--- config.mk ---
export PLATFORM = sky130hd
export DESIGN_NAME = pipe5_core
export DESIGN_NICKNAME = d
export VERILOG_FILES = /design/src/rtl/pipe5_core.sv
export SDC_FILE = /design/constraint.sdc
export NUM_CORES = 1
export LEC_CHECK = 0
export BUFFER_PORTS_ARGS = -buffer_cell sky130_fd_sc_hd__buf_2
export CORE_MARGIN = 2
export CORE_UTILIZATION = 35
export DETAILED_ROUTE_END_ITERATION = 12
export GPL_TIMING_DRIVEN = 0
export PLACE_DENSITY = 0.62
export SLEW_MARGIN = 15
export SYNTH_ARGS = -nofsm -noshare
export SYNTH_HDL_FRONTEND = slang
export SYNTH_SLANG_ARGS = --single-unit
--- constraint.sdc ---
create_clock -name clk -period 3.45 [get_ports clk]
set_input_delay 0.5175 -clock clk [delete_from_list [all_inputs] [get_ports clk]]
set_output_delay 0.5175 -clock clk [all_outputs]
set_load 0.05 [all_outputs]
--- src/rtl/pipe5_core.sv ---
module pipe5_core #(
  parameter int DW = 16,
  parameter int AW = 8
) (
  input  logic          clk,
  input  logic          rst_n,
  output logic [AW-1:0] imem_addr,
  input  logic [15:0]   imem_data,
  output logic [AW-1:0] dmem_addr,
  input  logic [DW-1:0] dmem_rdata,
  output logic [DW-1:0] dmem_wdata,
  output logic          dmem_we,
  input  logic [2:0]    dbg_sel,
  output logic [DW-1:0] dbg_data
);
  localparam int NREG = 8;
  localparam logic [3:0] OP_LOAD = 4'd1, OP_STORE = 4'd2, OP_ADD = 4'd3;

  logic [DW-1:0] rf [NREG];

  logic [AW-1:0] pc;
  logic [15:0]   ir;
  logic          d_valid;

  logic          ex_valid;
  logic [3:0]    ex_op;
  logic [2:0]    ex_rd;
  logic [DW-1:0] ex_a, ex_b, ex_imm;

  logic          mem_valid;
  logic [3:0]    mem_op;
  logic [2:0]    mem_rd;
  logic [DW-1:0] mem_t2, mem_b;

  logic          wb_we;
  logic [2:0]    wb_rd;
  logic [DW-1:0] wb_data;

  wire [3:0] d_op = ir[15:12];
  wire [2:0] d_rd = ir[11:9];
  wire [2:0] d_rs = ir[8:6];
  wire [2:0] d_rt = (d_op == OP_STORE) ? d_rd : ir[2:0];
  wire [DW-1:0] d_disp = {{(DW-6){ir[5]}}, ir[5:0]};
  wire d_use_a = d_valid && (d_op == OP_LOAD || d_op == OP_STORE || d_op == OP_ADD);
  wire d_use_b = d_valid && (d_op == OP_STORE || d_op == OP_ADD);

  wire [DW-1:0] rd_a = (wb_we && wb_rd == d_rs) ? wb_data : rf[d_rs];
  wire [DW-1:0] rd_b = (wb_we && wb_rd == d_rt) ? wb_data : rf[d_rt];

  wire ex_wr  = ex_valid  && (ex_op  == OP_LOAD || ex_op  == OP_ADD);
  wire mem_wr = mem_valid && (mem_op == OP_LOAD || mem_op == OP_ADD);

  wire haz_a = d_use_a && ((ex_wr && ex_rd == d_rs) || (mem_wr && mem_rd == d_rs));
  wire haz_b = d_use_b && ((ex_wr && ex_rd == d_rt) || (mem_wr && mem_rd == d_rt));
  wire stall = haz_a || haz_b;

  always_ff @(posedge clk) begin
    if (!rst_n) begin
      pc        <= '0;
      ir        <= '0;
      d_valid   <= 1'b0;
      ex_valid  <= 1'b0;
      ex_op     <= '0;
      ex_rd     <= '0;
      ex_a      <= '0;
      ex_b      <= '0;
      ex_imm    <= '0;
      mem_valid <= 1'b0;
      mem_op    <= '0;
      mem_rd    <= '0;
      mem_t2    <= '0;
      mem_b     <= '0;
      wb_we     <= 1'b0;
      wb_rd     <= '0;
      wb_data   <= '0;
    end else begin
      if (!stall) begin
        pc      <= pc + 1'b1;
        ir      <= imem_data;
        d_valid <= 1'b1;
      end
      ex_valid  <= d_valid && !stall;
      ex_op     <= d_op;
      ex_rd     <= d_rd;
      ex_a      <= rd_a;
      ex_b      <= rd_b;
      ex_imm    <= d_disp;
      mem_valid <= ex_valid;
      mem_op    <= ex_op;
      mem_rd    <= ex_rd;
      mem_t2    <= ex_a + ((ex_op == OP_ADD) ? ex_b : ex_imm);
      mem_b     <= ex_b;
      wb_we     <= mem_wr;
      wb_rd     <= mem_rd;
      wb_data   <= (mem_op == OP_LOAD) ? dmem_rdata : mem_t2;
    end
  end

  always_ff @(posedge clk) begin
    if (!rst_n) begin
      for (int i = 0; i < NREG; i++) rf[i] <= '0;
    end else if (wb_we) begin
      rf[wb_rd] <= wb_data;
    end
  end

  assign imem_addr  = pc;
  assign dmem_addr  = mem_t2[AW-1:0];
  assign dmem_wdata = mem_b;
  assign dmem_we    = mem_valid && (mem_op == OP_STORE);
  assign dbg_data   = rf[dbg_sel];

  AST_HOLD_FREEZES_FETCH: assert property (@(posedge clk) disable iff (!rst_n)
    stall |=> imem_addr == $past(imem_addr));
  AST_HOLD_INSERTS_BUBBLE: assert property (@(posedge clk) disable iff (!rst_n)
    stall |=> !ex_valid);
  AST_HOLD_AT_MOST_TWO: assert property (@(posedge clk) disable iff (!rst_n)
    (stall && $past(stall)) |=> !stall);
  AST_FETCH_STEPS: assert property (@(posedge clk) disable iff (!rst_n)
    !stall |=> imem_addr == $past(imem_addr) + 1'b1);
  AST_STROBE_FROM_STORE: assert property (@(posedge clk) disable iff (!rst_n)
    dmem_we |-> $past(ex_valid && ex_op == OP_STORE));
  AST_WRITE_FROM_MEM: assert property (@(posedge clk) disable iff (!rst_n)
    wb_we |-> $past(mem_valid));
endmodule

# --- Word-level counts from Yosys, hierarchy flattened ---
# Memories as Yosys holds them, arrays and structs flattened. A register that Yosys moved wholly into a read port is not among the register bits.
# Cells that the tools add are included.
totals:
  mem_bits_rw: 128
  mem_count: 1
  ff_bits: 99
  wordCells: 64
  out_inout_bits: 49
  input_bits: 37
classes:
  n_addsub: 2
  eq_ne: 12
  n_reduce_logical: 24
  n_mux: 10
mem_list:
  columns: ["memory", "words", "word_bits", "rd", "rd_ports_with_merged_regs", "wr", "line", "rtl"]
  rows:
  - ["rf", 8, 16, 3, 2, 8, "19", "logic [DW-1:0] rf [NREG];"]
op_table:
  columns: ["cell", "n"]
  rows:
  - ["16-bit 2-to-1 mux", 3]
  - ["4-bit by 2-bit equality test with 1-bit output, second input constant", 5]
  - ["16-bit adder", 1]
  - ["16-bit OR reduction", 1]
  - ["3-bit equality test", 4]
  - ["4-bit by 1-bit equality test with 1-bit output, second input constant", 3]
  - ["1-bit logical AND", 12]
  - ["8-bit by 1-bit adder with 8-bit output, second input constant", 1]
  - ["1-bit logical OR", 8]
  - ["3-bit 2-to-1 mux", 2]
  - ["1-bit 2-to-1 mux", 5]
  - ["1-bit logical NOT", 3]

# --- Depth between registers and ports, before layout ---
depth:
  depth_word: 9
  mapped_depth: 13
  depth_no_buf: 12

# --- Worst setup path before layout ---
# Ideal clock, no wire load.
synth_path:
  path_kind: "register to register"
  startpoint: "register ex_op[0]"
  endpoint: "register mem_t2[14]"
  synth_period_minus_slack_ns: 3.635
  setup_time_ns: 0.072
  path_stages_with_launch: 13
  required_time_ns: 3.378
  path_buffers: 0
  arrival_time_ns: 3.563
  slack_ns: -0.185
  cell_sequence: "dfxtp_1 nand2_1 nor3_1 mux2_1 ha_1 fa_1 a21o_1 a21o_1 a2111oi_0 nor3_1 a211o_1 a311oi_1 mux2i_1"
synth_between:
  elab_chain_cells: 3
synth_lines:
  columns: ["item", "line", "rtl"]
  rows:
  - ["from (decl)", "26", "logic [3:0] ex_op;"]
  - ["from (signal assigned)", "83", "ex_op <= d_op;"]
  - ["4-bit by 2-bit equality test with 1-bit output", "91", "mem_t2 <= ex_a + ((ex_op == OP_ADD) ? ex_b : ex_imm);"]
  - ["16-bit 2-to-1 mux", "91", null]
  - ["16-bit adder", "91", null]
  - ["to (signal assigned)", "91", null]
  - ["to (decl)", "33", "logic [DW-1:0] mem_t2, mem_b;"]
# Every way passes these cells.
# A chain may end at the register's enable or synchronous reset.

# --- Worst setup path in the final report ---
# Same ends and word-level chain as after synthesis.

==> reports/qor.log <==
qor: floorplan.start_util 0.355
qor: synthesis.synth_nets 1089
qor: grt.first_pass_grt_wire_length 50900 um
qor: min_path.worst_hold_path_type input port to register
qor: setup_path.timing.critical_path.fanout_max 4
qor: cts.cts_hold_buffers 0
qor: timing.timing.setup.tns 0 ns
qor: cts.cts-htree-levels 1
qor: place.placement.setup.worst_slack -0.507 ns
qor: synthesis.avgSynthCellArea 12.6 um^2
qor: final_layout.antennaDiodeCount 0
qor: final_layout.footprint_of_the_multi_input_gates 6260 um^2
qor: grt.number_of_global_route_vias_before_repair 8724
qor: setup_path.cp-start-kind register
qor: timing.final.period_utilization 0.974
qor: detailed_routing.drtPass1Iterations 5
qor: flow_run.max_cap_viol_count 0
qor: synthesis.synth.ff_latch_count 259
qor: timing.clock_skew 0.0125 ns
qor: cts.cts_tree yes
qor: run_status.run_status finished, final reports clean
qor: place.port-buffer-count 83
qor: detailed_routing.drt-total-wl 33100 um
qor: setup_path.critPathCaptureType register
qor: detailed_routing.remaining_drc_errors 0
qor: final_layout.nFillCells 3377
qor: cts.root_buffer_selected_by_cts sky130_fd_sc_hd__clkbuf_16
qor: setup_path.setup.worst_path.class register to register
qor: cts.ctsLongestPathBuffers 3
qor: grt.grt_start_max_net_pins 17
qor: detailed_routing.post_drt_via_cell_ratio 5.23
qor: timing.worst_slack 0.0884 ns
qor: final_layout.final_layout_size_suffix_gt1_frac 0.266
qor: synthesis.synth_cells 1034
qor: setup_path.critPathArrivalTime 3.81 ns
qor: final_layout.count_of_nets_after_finishing 1209
qor: detailed_routing.routedWlPerCell 20.1 um
qor: synthesis.synth_enable_flop_cells 128
qor: timing.max_freq 297 MHz
qor: detailed_routing.antenna_violating_nets_post_route 0
qor: floorplan.die-area 38800 um^2
qor: timing.setup_viol_count_final 0
qor: synthesis.synth_area 13000 um^2
qor: setup_path.required 3.90 ns
qor: cts.tritoncts_buffer_count 26
qor: floorplan.placeableCoreArea 36700 um^2
qor: cts.clock_latency 0.53 ns
qor: place.gp_congestion 0.838
qor: grt.globalRouteOverflowTotal 0
qor: timing.finalCriticalPeriod 3.36 ns
qor: floorplan.row_count 70
qor: timing.slew_headroom 0.399
qor: cts.cts.sink_count 259
qor: grt.grtUsageTotal 0.171
qor: timing.unrepaired_setup_endpoints_after_global_routing no
qor: synthesis.yosys.cell_types.count 56
qor: timing.worst_hold_slack 0.215 ns
qor: timing.timing_worst_slew_pin_value 0.902 ns
qor: synthesis.seq_area_frac_synth 0.496
qor: place.detailed_place_hpwl 25900 um
qor: synthesis.asyncSetResetFlopFracSynth 0
qor: power_and_ir_drop.irDropWorstVdd 0.312 mV
qor: timing.final-hold-violation-count 0
qor: detailed_routing.routed-via-count 8582
qor: cts.clkTransAtPathRegs 0.06 ns
qor: final_layout.finalCoreUtilization 0.412
qor: synthesis.synth.yosys.warnings 0
qor: detailed_routing.dr.first_iter.drc_count 581
qor: synthesis.synth-main-ff-cell sky130_fd_sc_hd__dfxtp_1
qor: final_layout.layout-area-overhead-vs-synth 16.0%
qor: grt.antenna_found_initial 0
qor: power_and_ir_drop.power_density_cells 478 nW/um^2
qor: power_and_ir_drop.p_leak 6.04 nW
qor: floorplan.fp.dieH 197 um
qor: floorplan.io_pins 86
qor: floorplan.die_width 197 um
qor: final_layout.final-seq-area 6470 um^2
qor: timing.slew_viol_final 0
[where the power goes]
| group | internal [mW] | switching (mW) | total (mW) | leakage (nW) |
|---|---|---|---|---|
| clock | 1.70 | 1.16 | 2.86 | 0.433 |
| combinational | 0.371 | 0.508 | 0.880 | 3.21 |
| sequential | 3.36 | 0.124 | 3.49 | 2.40 |
[cells in the mapped netlist (16+ instances only)]
| master | number | area [um^2] |
|---|---|---|
| sky130_fd_sc_hd__clkbuf_1 | 46 | 173 |
| sky130_fd_sc_hd__a211oi_1 | 20 | 150 |
| sky130_fd_sc_hd__mux2i_1 | 51 | 510 |
| sky130_fd_sc_hd__edfxtp_1 | 128 | 3840 |
| sky130_fd_sc_hd__a211oi_2 | 16 | 200 |
| sky130_fd_sc_hd__mux4_2 | 96 | 2160 |
| sky130_fd_sc_hd__and2_1 | 169 | 1060 |
| sky130_fd_sc_hd__a21oi_1 | 29 | 145 |
| sky130_fd_sc_hd__ha_1 | 17 | 213 |
| sky130_fd_sc_hd__nor2_1 | 74 | 278 |
| sky130_fd_sc_hd__dfxtp_1 | 131 | 2620 |
| sky130_fd_sc_hd__nand2_1 | 66 | 248 |
| sky130_fd_sc_hd__xnor2_1 | 18 | 158 |
| sky130_fd_sc_hd__mux2_2 | 16 | 180 |
[placed cells by master (no fill, tap or decap), drive strengths merged, types with 10 or more instances in the layout]
master | netlist | routed
and2 | 169 | 169
dfxtp | 131 | 131
edfxtp | 128 | 128
buf | 33 | 126
mux4 | 96 | 96
clkbuf | 46 | 81
nor2 | 74 | 74
nand2 | 66 | 66
mux2i | 53 | 53
a211oi | 36 | 36
a21oi | 29 | 29
mux2 | 21 | 21
xnor2 | 18 | 18
ha | 17 | 17
o21ai | 14 | 14
a21o | 11 | 11
xor2 | 10 | 10
nand2b | 10 | 10
[stage by stage]
| step | cell area (um^2) | power [mW] | std cells |
|---|---|---|---|
| CTS | 15100 | 7.28 | 1639 |
| global placement | 14000 | 4.40 | 1585 |
| floorplan | 13000 | 4.15 | 1034 |
| detailed placement | 14100 | 4.42 | 1590 |
| finish | 15100 | 7.23 | 1642 |
| global route | 15100 | 7.47 | 1642 |
[cells by family (layout without fill, tap and decap cells)]
group,Yosys count,after routing,share of synthesized area
AOI/OAI and AO/OA,113,113,0.0638
xor gates and xnor gates,28,28,0.0188
adders and majority gates,18,18,0.0178
buffers and inverters,87,227,0.0320
DFF,259,259,0.496
muxes,170,170,0.225
and+or+nand+nor,359,359,0.147
[path summary, 6_finish.rpt]
path | from | to | slack (ns) | cells after the start
worst min register to register | mem_t2[14] | wb_data[14] | 0.44 | 2
worst min-delay path | imem_data[15] | ir[15] | 0.21 | 2
worst max register to register | ex_op[0] | mem_t2[14] | 0.09 | 12
worst max-delay path | ex_op[0] | mem_t2[14] | 0.09 | 12
[sequential cells by signal, summed over array words and instances (netlist names)]
register / count
wb_data: 16
rf: 128
imem_addr: 8
d_valid: 1
ex_imm: 6
wb_rd: 3
ir: 16
ex_b: 16
mem_t2: 16
wb_we: 1
ex_a: 16
ex_rd: 3
mem_valid: 1
ex_valid: 1
mem_rd: 3
mem_op: 4
dmem_wdata: 16
ex_op: 4
[cell type report]
| cell class | instances | share of cell area |
|---|---|---|
| timing repair buffer | 94 | 0.0344 |
| clock buffer | 36 | 0.0510 |
| clock inverter | 12 | 0.00703 |
| inverter | 8 | 0.00199 |
| sequential | 259 | 0.428 |
| tap | 468 | 0.0387 |
| buffer | 77 | 0.0252 |
| multi-input combinational | 688 | 0.414 |
[metal layers]
layer,vias to the layer above,GRT usage,share of wire
met5,-,0,0
met4,0,0.0420,0.019
met3,44,0.0307,0.059
met2,262,0.295,0.49
met1,4246,0.224,0.43
li1,4030,-,-
[critical path, cell delays in order, from the launching register on]
cell and delay [ns]:
sky130_fd_sc_hd__dfxtp_1 0.33, sky130_fd_sc_hd__nand2_1 0.09, sky130_fd_sc_hd__nor3_4 0.24, sky130_fd_sc_hd__mux2_4 0.33, sky130_fd_sc_hd__ha_2 0.20, sky130_fd_sc_hd__fa_2 0.37, sky130_fd_sc_hd__a21o_1 0.17, sky130_fd_sc_hd__a21o_1 0.22
sky130_fd_sc_hd__a2111oi_4 0.37, sky130_fd_sc_hd__nor3_2 0.12, sky130_fd_sc_hd__a211o_1 0.33, sky130_fd_sc_hd__a311oi_2 0.28, sky130_fd_sc_hd__mux2i_1 0.24
[timing repair]
item	in CTS	in global routing
setup endpoints to repair	7	9
pin swaps	5	3
cloned	0	0
gates resized for setup	10	8
setup buffers	3	3
No activity file was read; power rests on OpenSTA's default activity.
